### src/rtl/rcvc_pkg.sv
// Package: shared defaults and the sampled-control record for the
// receiver conditioning controller. Assumes a 17-bit address bus.
package rcvc_pkg;
    parameter int unsigned RC_ADDR_W  = 17;
    parameter int unsigned RC_SEL_BIT = 16;
    parameter int unsigned RC_DAT_BIT = 1;
    parameter int unsigned RC_NSRC    = 2;

    // One registered snapshot of the bus control conditions.
    typedef struct packed {
        logic sel;
        logic match;
        logic dbit;
        logic agr;
        logic sgr;
        logic cap;
        logic outx;
    } rc_ctl_t;
endpackage

### src/rtl/rcvc_sample.sv
// Input stage: registers the bus control conditions once per clock and
// keeps the previous value of both return handshakes for edge finding.
// Assumes inputs are synchronous to clk.
module rcvc_sample
    import rcvc_pkg::*;
(
    input  logic    clk,
    input  logic    rst_n,
    input  rc_ctl_t ctl_in,
    output rc_ctl_t ctl_q,
    output logic    agr_prev,
    output logic    sgr_prev
);
    // Capture the current conditions and the prior handshake levels.
    always_ff @(posedge clk) begin
        if (!rst_n) begin
            ctl_q    <= '0;
            agr_prev <= 1'b0;
            sgr_prev <= 1'b0;
        end else begin
            ctl_q    <= ctl_in;
            agr_prev <= ctl_q.agr;
            sgr_prev <= ctl_q.sgr;
        end
    end
endmodule

### src/rtl/rcvc_flag.sv
// Set/clear hold flag for one data conditioning source. Clear takes
// priority over set. Assumes set and clr come from registered logic.
module rcvc_flag (
    input  logic clk,
    input  logic rst_n,
    input  logic set,
    input  logic clr,
    output logic q
);
    // Hold the flag between its arming event and its clearing edge.
    always_ff @(posedge clk) begin
        if (!rst_n)   q <= 1'b0;
        else if (clr) q <= 1'b0;
        else if (set) q <= 1'b1;
    end
endmodule

### src/rtl/rcv_cond_ctrl.sv
// Top: receiver conditioning controller. Decodes the address enables
// from the sampled bus, and holds the data enable from either of two
// sources until the matching return handshake falls.
// Assumes one clock domain with a synchronous active-low reset.
module rcv_cond_ctrl
    import rcvc_pkg::*;
#(
    parameter int unsigned ADDR_W  = RC_ADDR_W,
    parameter int unsigned SEL_BIT = RC_SEL_BIT,
    parameter int unsigned DAT_BIT = RC_DAT_BIT
) (
    input  logic              clk,
    input  logic              rst_n,
    input  logic [ADDR_W-1:0] addr_bus,
    input  logic              dev_match,
    input  logic              addr_gate_ret,
    input  logic              svc_gate_ret,
    input  logic              cs_capture,
    input  logic              cs_out_xfer,
    output logic              en_addr_hi,
    output logic              en_addr_lo,
    output logic              en_data
);
    localparam int unsigned NSRC = RC_NSRC;
    localparam int unsigned SRC_PGM = 0;
    localparam int unsigned SRC_CS  = 1;

    rc_ctl_t          ctl_in;
    rc_ctl_t          ctl_q;
    logic             agr_prev;
    logic             sgr_prev;
    logic [NSRC-1:0]  arm;
    logic [NSRC-1:0]  drop;
    logic [NSRC-1:0]  held;

    // Gather the raw bus conditions into one record.
    always_comb begin
        ctl_in.sel   = addr_bus[SEL_BIT];
        ctl_in.match = dev_match;
        ctl_in.dbit  = addr_bus[DAT_BIT];
        ctl_in.agr   = addr_gate_ret;
        ctl_in.sgr   = svc_gate_ret;
        ctl_in.cap   = cs_capture;
        ctl_in.outx  = cs_out_xfer;
    end

    rcvc_sample u_sample (
        .clk      (clk),
        .rst_n    (rst_n),
        .ctl_in   (ctl_in),
        .ctl_q    (ctl_q),
        .agr_prev (agr_prev),
        .sgr_prev (sgr_prev)
    );

    // Address enables decoded straight from the sampled conditions.
    always_comb begin
        en_addr_hi = ctl_q.sel;
        en_addr_lo = ctl_q.sel & ctl_q.match;
    end

    // Arming events and falling return edges for each data source.
    always_comb begin
        arm[SRC_PGM]  = ctl_q.sel & ctl_q.match & ctl_q.dbit;
        arm[SRC_CS]   = ctl_q.cap & ctl_q.outx;
        drop[SRC_PGM] = agr_prev & ~ctl_q.agr;
        drop[SRC_CS]  = sgr_prev & ~ctl_q.sgr;
    end

    for (genvar g = 0; g < NSRC; g++) begin : g_src
        rcvc_flag u_flag (
            .clk   (clk),
            .rst_n (rst_n),
            .set   (arm[g]),
            .clr   (drop[g]),
            .q     (held[g])
        );
    end

    // Data enable is live while any source flag holds.
    always_comb en_data = |held;
endmodule

### config.mk
export PLATFORM = sky130hd
export DESIGN_NAME = rcv_cond_ctrl
export DESIGN_NICKNAME = d
export VERILOG_FILES = /design/src/rtl/rcvc_pkg.sv /design/src/rtl/rcvc_sample.sv /design/src/rtl/rcvc_flag.sv /design/src/rtl/rcv_cond_ctrl.sv
export SDC_FILE = /design/constraint.sdc
export NUM_CORES = 1
export LEC_CHECK = 0
export BUFFER_PORTS_ARGS = -buffer_cell sky130_fd_sc_hd__buf_2
export CAP_MARGIN = 15
export CORE_AREA = 2 2 39 41
export CTS_BUF_LIST = sky130_fd_sc_hd__clkbuf_4
export DETAILED_ROUTE_END_ITERATION = 10
export DIE_AREA = 0 0 41 43
export HOLD_SLACK_MARGIN = 0.12
export PLACE_DENSITY = 0.61
export SETUP_SLACK_MARGIN = 0.3
export SLEW_MARGIN = 20
export SYNTH_ARGS = -nofsm -noshare
export SYNTH_HDL_FRONTEND = slang
export SYNTH_SLANG_ARGS = --single-unit
### constraint.sdc
create_clock -name clk -period 1.16 [get_ports clk]
set_clock_uncertainty 0.05 [all_clocks]
set_input_delay 0.348 -clock clk [delete_from_list [all_inputs] [get_ports clk]]
set_output_delay 0.348 -clock clk [all_outputs]
set_load 0.05 [all_outputs]
==> results of run 1 <==
==> stage by stage <==
step	area, µm²	std cells
after floorplan	356.6	29
after global placement	431.7	56
after detailed placement	431.7	56
after CTS	485.5	60
after global routing	493.0	60
final	493.0	60
==> routing by layer <==
metal  global-route usage (%)  vias up  part of all wire [%]
li1                         -      122                     -
met1                    7.492      102                    39
met2                    10.63        6                    53
met3                    1.571        2                   4.5
met4                    8.000        0                   3.0
met5                        0        -                     0
==> sequential cells by signal (all words and copies together), names as in the netlist <==
| register | cells |
|---|---|
| u_sample.ctl_q | 7 |
| g_src.u_flag.q | 2 |
| u_sample.agr_prev | 1 |
| u_sample.sgr_prev | 1 |
==> area by class of cell <==
cell class                 instances  area, µm²
fill                             148      890.9
sequential                        11      227.7
multi-input combinational         17      128.9
timing repair buffer              11      85.08
clock buffer                       3      22.52
tap                               16      20.02
clock inverter                     1      5.005
inverter                           1      3.754
==> cells in the final DEF, fill, tap and decap left out, drive strengths merged <==
cell	n
a21oi	1
a31oi	1
and2	10
buf	11
clkbuf	3
clkinv	1
dfxtp	11
inv	1
nor2b	2
nor3	2
or2	1
==> cell families after synthesis <==
logic type / Yosys count / synth area share [%]
AO/OA/AOI/OAI: 2 / 3.237
AND/OR/NAND/NOR: 15 / 32.37
buffers and inverters: 1 / 1.078
flip-flops: 11 / 63.31
==> power groups by stage <==
stage | sequential (mW) | clock, mW | combinational [mW]
2_1_floorplan | 0.414 | 0 | 0.0318
3_3_place_gp | 0.409 | 0 | 0.0584
3_5_place_dp | 0.409 | 0 | 0.0589
4_1_cts | 0.401 | 0.252 | 0.0670
5_1_grt | 0.404 | 0.275 | 0.0736
6_report | 0.402 | 0.243 | 0.0674
==> worst max-delay path, delay by kind of cell, from the launching register on <==
| kind | cells | cell delay, ns |
|---|---|---|
| flops | 1 | 0.32 |
| simple gates | 1 | 0.24 |
| buf+inv | 1 | 0.15 |
==> how the worst min path moves through the flow <==
stage                           start                 to  slack [ns]  depth (start not counted)
global route            addr_gate_ret  u_sample.ctl_q[3]        0.24                          2
floorplan           u_sample.ctl_q[3]  u_sample.agr_prev        0.40                          1
detailed placement  u_sample.ctl_q[3]  u_sample.agr_prev        0.41                          1
CTS                     addr_gate_ret  u_sample.ctl_q[3]        0.25                          2
finish                  addr_gate_ret  u_sample.ctl_q[3]        0.25                          2
global placement    u_sample.ctl_q[3]  u_sample.agr_prev        0.41                          1
==> timing repair <==
action | CTS | global route
pin swaps | 1 | 1
hold endpoints to repair | 0 | 0
gates cloned | 0 | 0
resized for setup | 8 | 4
setup endpoints to repair | 3 | 3
==> impl_metrics.ini, run 1 <==
[run_status]
status = complete, but fails checks
violations = negative setup slack

[sta]
slew_headroom_pct = 87.23
fin_crit_sh_pct = 117.3
finalHoldViolCount = 0
drv_slew = 0
rsz0062_at_grt = true
setup_viol = 2
fin_crit_ns = 1.361
tns_ns = -0.3308
fmaxAchievable_mhz = 734.8
layout_setup_ws_ns = -0.2009
worstMarginPinSlew_ns = 0.1907
hold-worst-slack_ns = 0.2545

[yosys]
syn_nets = 53
ys.flop_type = dfxtp_1
synthCells = 29
yosysTopAreaCell = dfxtp_1
synth-warning-count = 0
synthDistinctLibCells = 9
synth_common_cells = dfxtp_1, and2_2, nor2b_1, nor3_2
synth.area.top_cells = dfxtp_1, and2_2, nor3_2
ys_ff_latch = 11
async_flop_share_pct = 0
yosysMostFrequentCell = dfxtp_1
syn_area_um2 = 347.8
synth_area_per_cell_um2 = 11.99
synth_edf_count = 0
yosysTopAreaCellShare_pct = 63.31
seq_area_frac_synth_pct = 63.31

[critical_path]
path_cells = or2_4, buf_8
endpoint_kind = output port
crit_required_ns = 0.76
cp-start-kind = flop
crit_slowest_cell = dfxtp_2
r2r_slack_ns = 0.38
crit_start = g_src[1].u_flag.q
worstPathArrival_ns = 0.96
endpoint = en_data
r2r_end = g_src[0].u_flag.q
max_stage_delay_ns = 0.32
critPathKind = reg2out
cp_max_fo = 2
r2r_cells = 2
r2r-start = u_sample.ctl_q[6]

[power_and_ir_drop]
clkPwrFrac_pct = 34.1
power_uw = 711.6
p_int_uw = 558.8
p_sw_share_pct = 21.47
sequentialPowerShare_pct = 56.4
comb_power_share_pct = 9.5
p_leak_nw = 0.2177
powerDensity_nw_per_um2 = 1444
vdd_drop_max_v = 0.0004334
switching_power_uw = 152.8

[place]
port_buffers = 11
gp_congestion = 0.5980
pre_cts_slack_ns = 0.03097
dpl.hpwl_um = 373.4

[detailed_routing]
drt_iter0_drc = 0
num_vias = 232
drcViolationCount = 0
final_antenna_net_count = 0
totalWireLength_um = 462
wire_per_inst_um = 7.700
drtPass1Iterations = 1
vias_per_cell = 3.867

[global_route]
grt_pass1_wl_um = 834
grt_pass1_vias = 233
grt_overflow = 0
grt_start_max_net_pins = 11
antenna_found_initial = 0
grt_usage_pct = 7.258

[clock_tree]
clock-sinks = 11
cts.root.buffer_cell = clkbuf_4
post-cts-setup-buffers = 0
cts_htree_levels = 1
hold_buffers = 0
clock_path_buffers = 2
clk-insertion-delay-late_ns = 0.26
numCtsBuffers = 3
cts_tree = done
clk_pin_slew_ns = 0.07

[final_layout]
utilization_pct = 35.62
fin_nets = 69
antenna_cells = 0
syn2layout_area_growth_pct = 41.73
drive_gt1_share_pct = 75.00

[floorplanning]
fp.dieArea_um2 = 1763
fp-row-count = 14
die_h_um = 43
coreArea_um2 = 1384
initial_core_util_pct = 25.14
num_io_pins = 27
die_w_um = 41

[run]
maxCapViolCount = 0

[min_path]
hold_class = in2reg
No activity file was read; power rests on OpenSTA's default activity.
==> run 2, diff against run 1 <==
--- a/config.mk
+++ b/config.mk
@@ -14,7 +14,6 @@
 export HOLD_SLACK_MARGIN = 0.12
 export PLACE_DENSITY = 0.61
 export SETUP_SLACK_MARGIN = 0.3
-export SLEW_MARGIN = 20
 export SYNTH_ARGS = -nofsm -noshare
 export SYNTH_HDL_FRONTEND = slang
 export SYNTH_SLANG_ARGS = --single-unit
==> constraint.sdc (replaced) <==
create_clock -name clk -period 1.16 [get_ports clk]
set_clock_uncertainty 0.05 [all_clocks]
set_input_delay 0.174 -clock clk [delete_from_list [all_inputs] [get_ports clk]]
set_output_delay 0.174 -clock clk [all_outputs]
set_load 0.05 [all_outputs]
==> impl_metrics.ini, run 2 (synthesis gave the netlist of run 1 again) <==
[clock_tree]
clk_pin_slew_ns = 0.07
numCtsBuffers = 3
clk-insertion-delay-late_ns = 0.25
cts_tree = done
clock-sinks = 11
clock_path_buffers = 2
cts.root.buffer_cell = clkbuf_4
cts_htree_levels = 1

[sta]
fin_crit_ns = 1.185
fin_crit_sh_pct = 102.1
setup_viol = 1
finalHoldViolCount = 0
worstMarginPinSlew_ns = 0.1605
rsz0062_at_grt = true
hold-worst-slack_ns = 0.08297
fmaxAchievable_mhz = 844.0
layout_setup_ws_ns = -0.02489
slew_headroom_pct = 89.30
drv_slew = 0

[critical_path]
r2r_slack_ns = 0.35
max_stage_delay_ns = 0.32
path_cells = or2_4, buf_8
worstPathArrival_ns = 0.96
crit_slowest_cell = dfxtp_2
crit_required_ns = 0.94
critPathKind = reg2out
r2r-start = g_src[0].u_flag.q
r2r_end = g_src[0].u_flag.q
r2r_cells = 3
cp-start-kind = flop
cp_max_fo = 2
endpoint_kind = output port

[run_status]
violations = negative setup slack
status = complete, but fails checks

[min_path]
hold_depth = 2
min_to = u_sample.ctl_q[5]
hp-start = dev_match
hold_class = in2reg

[detailed_routing]
vias_per_cell = 4.000
totalWireLength_um = 441
final_antenna_net_count = 0
num_vias = 244
drtPass1Iterations = 1
drt_iter0_drc = 0
drcViolationCount = 0
wire_per_inst_um = 7.230

[final_layout]
syn2layout_area_growth_pct = 45.68
largest_reg_flops = 7
layout_common_cells = and2_2, buf_2, dfxtp_1
design_area_um2 = 506.7
layout_commonest_cell = and2_2
fin_cells = 61
regMostFlops = u_sample.ctl_q
utilization_pct = 36.62
fin_nets = 70
antenna_cells = 0
drive_gt1_share_pct = 77.78
reg_top3 = u_sample.ctl_q (7), g_src.u_flag.q (2)

[power_and_ir_drop]
p_leak_nw = 0.2236
vdd_drop_max_v = 0.0004479
power_uw = 711.2
powerDensity_nw_per_um2 = 1404

[place]
port_buffers = 11
placed_cells = 56
placed_area_um2 = 431.7
gp_congestion = 0.5979
dpl.hpwl_um = 373.9

[floorplanning]
die_w_um = 41
coreArea_um2 = 1384
initial_core_util_pct = 25.14
num_io_pins = 27
die_h_um = 43
fp-row-count = 14
fp.dieArea_um2 = 1763

[global_route]
grt_usage_pct = 7.677
grt_start_max_net_pins = 11
grt_pass1_vias = 257
grt_overflow = 0
grt_pass1_wl_um = 883
antenna_found_initial = 0

[run]
maxCapViolCount = 0
-- run 2: cell types whose count changed in the layout (fill, tap and decap cells not counted) --
cell and change:
buf_4 +1, a31oi_2 +1, a31oi_1 -1
-- run 2: how the worst max path moves through the flow --
stage	slack [ns]	depth (start not counted)	start	endpoint
4_1_cts	-0.03	2	g_src[1].u_flag.q	en_data
6_report	-0.02	2	g_src[1].u_flag.q	en_data
2_1_floorplan	0.26	1	u_sample.ctl_q[6]	en_addr_lo
3_5_place_dp	0.20	2	g_src[0].u_flag.q	en_data
3_3_place_gp	0.21	2	g_src[0].u_flag.q	en_data
5_1_grt	-0.06	2	g_src[1].u_flag.q	en_data
-- run 2: routing by layer --
layer	vias to the layer above	track usage (%)	share of wire, %	wire [µm]
li1	125	-	-	-
met1	111	7.541	37	163
met2	6	11.88	56	248
met3	2	1.571	3.2	14
met4	0	8.000	3.2	14
met5	-	0	0	0
-- run 2: power breakdown --
part	total, mW	internal (mW)	switching, mW	leakage [nW]
Sequential	0.403	0.395	0.00802	0.0928
Combinational	0.0683	0.0380	0.0303	0.113
Clock	0.240	0.127	0.113	0.0177
-- run 2: layout make-up --
cell class / instances / area [µm²]
Fill cell: 146 / 877.1
Sequential cell: 11 / 227.7
Multi-Input combinational cell: 17 / 135.1
Timing Repair Buffer: 12 / 92.59
Clock buffer: 3 / 22.52
Tap cell: 16 / 20.02
Clock inverter: 1 / 5.005
Inverter: 1 / 3.754
-- run 2: worst max-delay path: cells and delay by family (launching register included) --
kind,cells,cell delay (ns)
and+or+nand+nor,1,0.24
DFF,1,0.32
buffers and inverters,1,0.15
-- run 2: what timing repair did --
item / CTS / global route
setup endpoints to repair: 3 / 4
setup buffers: 1 / 0
pin swaps: 2 / 0
resized for setup: 10 / 3
endpoints found under the hold margin: 7 / 7
-- run 2: stage by stage --
stage / setup slack, ns / TNS (ns)
floorplan: 0.2562 / 0
global placement: 0.2072 / 0
detailed placement: 0.2044 / 0
CTS: -0.03192 / -0.03192
global route: -0.06274 / -0.06274
finish: -0.02489 / -0.02489
